File: src/rtl/bwsram_pkg.sv
package bwsram_pkg;
  localparam int NLANES    = 4;
  localparam int LANE_BITS = 9;

  typedef enum logic [1:0] {
    OP_IDLE  = 2'd0,
    OP_READ  = 2'd1,
    OP_WRITE = 2'd2
  } bw_op_e;
endpackage

File: src/rtl/bwsram_inreg.sv
module bwsram_inreg
  import bwsram_pkg::*;
#(
  parameter int AW    = 4,
  parameter int LANES = NLANES,
  parameter int DW    = NLANES * LANE_BITS
) (
  input  logic             clk,
  input  logic             rst_n,
  input  logic             ce,
  input  logic [AW-1:0]    addr,
  input  logic             gw_n,
  input  logic             we_n,
  input  logic [LANES-1:0] bsel_n,
  input  logic [DW-1:0]    din,
  output bw_op_e           op_q,
  output logic [AW-1:0]    addr_q,
  output logic [LANES-1:0] lane_we_q,
  output logic [DW-1:0]    din_q
);
  logic             any_lane;
  logic             is_write;
  logic [LANES-1:0] lane_mask;
  bw_op_e           op_d;

  always_comb begin
    any_lane  = ~(&bsel_n);
    is_write  = ~gw_n | (~we_n & any_lane);
    lane_mask = gw_n ? ~bsel_n : {LANES{1'b1}};
    if (!ce)          op_d = OP_IDLE;
    else if (is_write) op_d = OP_WRITE;
    else              op_d = OP_READ;
  end

  always_ff @(posedge clk or negedge rst_n) begin
    if (!rst_n) begin
      op_q      <= OP_IDLE;
      lane_we_q <= '0;
    end else begin
      op_q      <= op_d;
      lane_we_q <= (op_d == OP_WRITE) ? lane_mask : '0;
    end
  end

  always_ff @(posedge clk) begin
    addr_q <= addr;
    din_q  <= din;
  end
endmodule

File: src/rtl/bwsram_array.sv
module bwsram_array #(
  parameter int DEPTH  = 16,
  parameter int AW     = 4,
  parameter int LANES  = 4,
  parameter int LANE_W = 9,
  localparam int DW    = LANES * LANE_W
) (
  input  logic             clk,
  input  logic             wr,
  input  logic [AW-1:0]    addr,
  input  logic [LANES-1:0] lane_we,
  input  logic [DW-1:0]    wdata,
  output logic [DW-1:0]    rdata
);
  for (genvar g = 0; g < LANES; g++) begin : g_lane
    logic [LANE_W-1:0] cells [DEPTH];

    always_ff @(posedge clk) begin
      if (wr && lane_we[g]) cells[addr] <= wdata[g*LANE_W +: LANE_W];
    end

    assign rdata[g*LANE_W +: LANE_W] = cells[addr];
  end
endmodule

File: src/rtl/bwsram_outreg.sv
module bwsram_outreg #(
  parameter int DW = 36
) (
  input  logic          clk,
  input  logic          rst_n,
  input  logic          load,
  input  logic [DW-1:0] rdata,
  input  logic          oe_n,
  output logic [DW-1:0] dout,
  output logic          dout_en
);
  logic held;

  always_ff @(posedge clk or negedge rst_n) begin
    if (!rst_n) held <= 1'b0;
    else        held <= load;
  end

  always_ff @(posedge clk) begin
    if (load) dout <= rdata;
  end

  assign dout_en = held & ~oe_n;
endmodule

File: src/rtl/bwsram_pipe.sv
module bwsram_pipe
  import bwsram_pkg::*;
#(
  parameter int DEPTH  = 16,
  parameter int LANES  = NLANES,
  parameter int LANE_W = LANE_BITS,
  localparam int AW    = $clog2(DEPTH),
  localparam int DW    = LANES * LANE_W
) (
  input  logic             clk,
  input  logic             rst_n,
  input  logic             ce,
  input  logic [AW-1:0]    addr,
  input  logic             gw_n,
  input  logic             we_n,
  input  logic [LANES-1:0] bsel_n,
  input  logic [DW-1:0]    din,
  input  logic             oe_n,
  output logic [DW-1:0]    dout,
  output logic             dout_en
);
  bw_op_e           op_q;
  logic [AW-1:0]    addr_q;
  logic [LANES-1:0] lane_we_q;
  logic [DW-1:0]    din_q;
  logic [DW-1:0]    arr_rd;

  bwsram_inreg #(.AW(AW), .LANES(LANES), .DW(DW)) u_in (
    .clk(clk), .rst_n(rst_n), .ce(ce), .addr(addr), .gw_n(gw_n),
    .we_n(we_n), .bsel_n(bsel_n), .din(din), .op_q(op_q),
    .addr_q(addr_q), .lane_we_q(lane_we_q), .din_q(din_q)
  );

  bwsram_array #(.DEPTH(DEPTH), .AW(AW), .LANES(LANES), .LANE_W(LANE_W)) u_arr (
    .clk(clk), .wr(op_q == OP_WRITE), .addr(addr_q), .lane_we(lane_we_q),
    .wdata(din_q), .rdata(arr_rd)
  );

  bwsram_outreg #(.DW(DW)) u_out (
    .clk(clk), .rst_n(rst_n), .load(op_q == OP_READ), .rdata(arr_rd),
    .oe_n(oe_n), .dout(dout), .dout_en(dout_en)
  );
endmodule

File: config.mk
export PLATFORM = sky130hd
export DESIGN_NAME = bwsram_pipe
export DESIGN_NICKNAME = d
export VERILOG_FILES = /design/src/rtl/bwsram_pkg.sv /design/src/rtl/bwsram_inreg.sv /design/src/rtl/bwsram_array.sv /design/src/rtl/bwsram_outreg.sv /design/src/rtl/bwsram_pipe.sv
export SDC_FILE = /design/constraint.sdc
export NUM_CORES = 1
export LEC_CHECK = 0
export BUFFER_PORTS_ARGS = -buffer_cell sky130_fd_sc_hd__clkbuf_2
export CAP_MARGIN = 20
export CORE_MARGIN = 4
export CORE_UTILIZATION = 64
export CTS_BUF_LIST = sky130_fd_sc_hd__clkbuf_4
export CTS_CLUSTER_DIAMETER = 40
export CTS_CLUSTER_SIZE = 8
export DETAILED_ROUTE_END_ITERATION = 8
export PLACE_DENSITY = 0.85
export SYNTH_ARGS = -nofsm -noshare
export SYNTH_HDL_FRONTEND = slang
export SYNTH_SLANG_ARGS = --single-unit
File: constraint.sdc
create_clock -name clk -period 3.2 [get_ports clk]
set_input_delay 0.48 -clock clk [delete_from_list [all_inputs] [get_ports clk]]
set_output_delay 0.48 -clock clk [all_outputs]
set_load 0.01 [all_outputs]
Word-level counts from Yosys, hierarchy flattened

Memories as Yosys holds them, arrays and structs flattened. A register that Yosys moved wholly into a read port is not among the register bits.
Index checks and enable logic that the tools add are counted.

Add/subtract/negate cells: 0
Multipliers: 0
Div/mod/pow operators: 0
Magnitude comparators: 0
Equality and inequality tests: 3
Shifts and indexed selects: 0
Mux-type cells: 12
Bitwise gates (word level): 8
Reduce and logical (&&, ||, !) cells: 5

Operator list:

| kind                                          | count |
|---|---|
| 2-to-1 mux 1 bit                              | 8 |
| 2-to-1 mux 4 bit                              | 2 |
| == test 2 bit, second input constant          | 2 |
| logical AND 1 bit                             | 4 |
| 2-to-1 mux 2 bit                              | 2 |
| NOT 1 bit                                     | 4 |
| NOT 4 bit                                     | 1 |
| AND reduction 4 bit                           | 1 |
| bitwise AND 1 bit                             | 2 |
| == test 2 x 1 -> 1 bit, second input constant | 1 |
| OR 1 bit                                      | 1 |

Register bits after elaboration: 47
Latch bits: 0
RAM bits: 576
ROM bits: 0
Input bits: 50
Output and inout bits: 37
Memories: 4

Memory list:

| memory                | depth | width | read ports | clocked after Yosys merged registers in | wr ports | line               | RTL |
|---|---|---|---|---|---|---|---|
| u_arr.g_lane[0].cells | 16    | 9     | 1          | 1                                       | 1        | bwsram_array.sv:16 | `logic [LANE_W-1:0] cells [DEPTH];` |
| u_arr.g_lane[1].cells | 16    | 9     | 1          | 1                                       | 1        | bwsram_array.sv:16 |  |
| u_arr.g_lane[2].cells | 16    | 9     | 1          | 1                                       | 1        | bwsram_array.sv:16 |  |
| u_arr.g_lane[3].cells | 16    | 9     | 1          | 1                                       | 1        | bwsram_array.sv:16 |  |

Longest topological paths before layout

Depth after elaboration: 8
Gate-level depth with buffers: 6
Gate-level depth less buffers: 3

Modules after synthesis

A second synthesis with hierarchy kept.

Cells, all modules: 1071
Area total of the unflattened synthesis: 24041.8 µm²

By module, submodules not included:

| module        | times used | cells each | area each (µm²) | sequential area each (µm²) |
|---|---|---|---|---|
| bwsram_array  | 1          | 974        | 21887.2         | 17296.6 |
| bwsram_outreg | 1          | 38         | 1119.8          | 1106.1 |
| bwsram_inreg  | 1          | 57         | 1019.7          | 950.9 |
| bwsram_pipe   | 1          | 2          | 15.0            | 0.0 |

Worst setup path before layout

OpenSTA, ideal clock, no wires.

Kind: reg-to-reg
Start: register u_in.op_q[1]
End: register u_out.dout[0] (read register of u_arr.g_lane[0].cells) (enable)
Arrival: 2010 ps
Data required time: 2765 ps
Slack: 755 ps
Cell stages (with the launch flop): 2
Cell sequence: dfrtp_1 -> nor2b_1

Longest elaborated chain between the ends: 1

Ends and longest elaborated chain:

| item                   | line               | RTL |
|---|---|---|
| start, declared        | bwsram_inreg.sv:16 | `output bw_op_e op_q,` |
| start signal, assigned | bwsram_inreg.sv:40 | `op_q <= op_d;` |
| == test 2 x 1 -> 1 bit | bwsram_pipe.sv:40  | `.clk(clk), .rst_n(rst_n), .load(op_q == OP_READ), .rdata(arr_rd),` |
| via u_out.load         | bwsram_outreg.sv:6 | `input logic load,` |
| end, declared          | bwsram_outreg.sv:9 | `output logic [DW-1:0] dout,` |

The timed path passes the listed nets, and every way through them passes these cells.

Worst setup path after layout

Start: register u_in.addr_q[2]
End: memory u_arr.g_lane[1].cells[15][2] (enable)

RTL lines:

| item                   | line               | RTL |
|---|---|---|
| start, declared        | bwsram_inreg.sv:17 | `output logic [AW-1:0] addr_q,` |
| start signal, assigned | bwsram_inreg.sv:46 | `addr_q <= addr;` |
| end, declared          | bwsram_array.sv:16 |  |

No word-level cell before the write port.

==> results.toml <==
[sta]
rsz0062_at_grt = "no"
fmax_ghz = 0.3593
clock_skew_ns = 0.04918
period_share_pct = 86.98
setup-violations-final = 0
slew_headroom_pct = 26.50
worst_slew_pin_slew_ns = 1.098
setup_slack_ns = 0.4165
post-route-min-period_ns = 2.783
final_hold_viol_count = 0
tns_ns = 0
drv_slew = 0

[placed_design]
dp_hpwl_um = 29620
dp_slack_ns = 0.5905
placed_cell_area_sq_um = 25310
finalWeightedCongestion = 0.8178
io_buffers = 86

[synth]
synth_edf_count = 612
synth_ff_type = "edfxtp_1"
syn-num-nets = 1122
ys_seq_area_share_pct = 80.52
ys_warn_count = 0
syn_area_sq_um = 24040
synth_most_common_cell = "edfxtp_1"
yosys.area.top_type = "edfxtp_1"
post_synth_num_cell_types = 19
synthArstFlopShare_pct = 1.062
synth_area_leaders = "edfxtp_1 76%, mux4_2 13%, dfxtp_1 3.3%"
ys_seq_elements = 659
synthCells = 1072
syn_avg_cell_area_sq_um = 22.42
synth_top_cells_by_count = "612 x edfxtp_1, 144 x mux4_2, 72 x a22oi_1, 66 x nor2_1, 53 x nand2_1"
yosysTopAreaCellShare_pct = 76.46

[cts]
postCtsSetupBuffers = 0
htreeDepth = 3
cts_resized = 0
clk_pin_slew_ns = 0.10
cts_sinks = 659
numCtsBuffers = 93
cts_root_buf = "clkbuf_4"
cts_tree = "built"
max-clock-path-buffers = 3
clk_latency_ns = 0.82

[floorplanning]
initial_utilization_pct = 65.34
die_y_um = 201.8
core_area_sq_um = 36790
rows = 70
fp.dieW_um = 201.8
die_area_sq_um = 40720
boundaryPins = 87

[worst_hold_path]
hp-start = "we_n"
hold_class = "in -> reg"

[detailed_routing]
routedWlPerCell_um = 26.75
drt-vias-per-instance = 6.377
dr.pass1.iters = 7
drtIter0Drc = 1600
ant_nets = 0
via_count = 11900
drc = 0
routed_wl_um = 49920

[power_and_ir_drop]
leakage_nw = 9.059
power.density_nw_per_um2 = 568.5
ir_drop_v = 0.0003657
p_total_mw = 15.49

[finish]
utilization_pct = 74.05
syn_to_final_growth_pct = 13.33
drive_gt1_share_pct = 34.00
design_area_sq_um = 27240
final_nets = 1366

[setup_path]
cp.required_ns = 3.70
end_kind = "register"
critPathLaunchType = "register"
cp_max_fo = 39
worstSetupPathType = "reg -> reg"
worstReg2RegStart = "u_in.addr_q[2]"
cp-startpoint = "u_in.addr_q[2]"
worst_ep_arrival_time_ns = 3.28
r2r_setup_slack_ns = 0.42

[grt]
antenna_found_initial = 1
grt_max_degree = 75
grt_overflow = 0
grt_pass1_vias = 12500
grt_pass1_wl_um = 76490
grt_util_all_layers_pct = 25.14

[status]
status = "complete, no violations"

[run]
cap_violations = 0
==> cell usage in the layout, fill, tap and decap left out, types with 7 or more instances in the layout <==
cell type,count
nor2_1,65
edfxtp_1,612
mux4_2,144
dlygate4sd3_1,58
clkbuf_2,86
dfrtp_1,7
nand2_1,53
buf_4,56
dfxtp_1,38
a22oi_1,72
clkbuf_4,169
==> where the power goes <==
part | switching [mW] | internal (mW) | leakage [nW]
registers | 0.140 | 9.49 | 5.95
clock network | 2.72 | 2.51 | 0.822
logic | 0.317 | 0.312 | 2.29
==> critical path, stage by stage (launching register included) <==
cell	delay, ns
dfxtp_1	0.64
and2_2	0.26
buf_4	0.52
nand3_1	0.48
nor2_1	0.28
buf_4	0.27
==> per-layer routing <==
layer / wire, um / track usage [%]
met1: 18750 / 35.48
met2: 25260 / 40.37
met3: 4788 / 5.984
met4: 1118 / 7.617
met5: 0 / 0
==> kinds of logic (layout without fill, tap and decap cells) <==
family                 count (synthesis)  after routing  synth area share [%]
flip-flops                           659            659                 80.52
other                                  0              1                     0
AO/OA/AOI/OAI                         78             78                 2.436
AND/OR/NAND/NOR                      135            135                 2.259
multiplexers                         144            144                 13.49
buffers and inverters                 56            381                 1.291
==> timing repair <==
action,4_1_cts,5_1_grt
hold buffers,58,0
hold endpoints to repair,53,0
endpoints found under the setup margin,0,0
==> cell type report <==
class                   count  area (sq um)
fillers                  1993          9545
clock inverters             7         78.83
diodes                      1         2.502
well taps                 468         585.6
flip-flops and latches    659         19360
repair buffers            204          1511
multi-input cells         357          4428
clock buffers             169          1269
inverters                   1         3.754
==> metrics by stage <==
stage,hold slack (ns),instances
after global placement,0.3127,1631
after detailed placement,0.3243,1631
after floorplan,0.1844,1072
final,0.1738,1866
after CTS,0.1320,1865
after global routing,0.1643,1866
==> flip-flops by register name (all words and copies together), names as in the netlist <==
| name | count |
|---|---|
| u_out.held | 1 |
| u_in.addr_q | 4 |
| u_in.op_q | 2 |
| u_in.din_q | 36 |
| u_arr.g_lane.cells | 576 |
| u_out.dout | 36 |
| u_in.lane_we_q | 4 |
==> path summary, 6_finish.rpt <==
kind / depth (start not counted) / to
setup reg to reg: 5 / u_arr.g_lane[1].cells[15][2]
hold reg to reg: 0 / u_arr.g_lane[0].cells[0][8]
setup / recovery: 5 / u_arr.g_lane[1].cells[15][2]
hold / removal: 3 / u_in.op_q[0]
min in group asynchronous: 3 / u_in.op_q[0]
max in group asynchronous: 4 / u_in.lane_we_q[3]
Note: power is estimated with default switching activity, not from simulation.
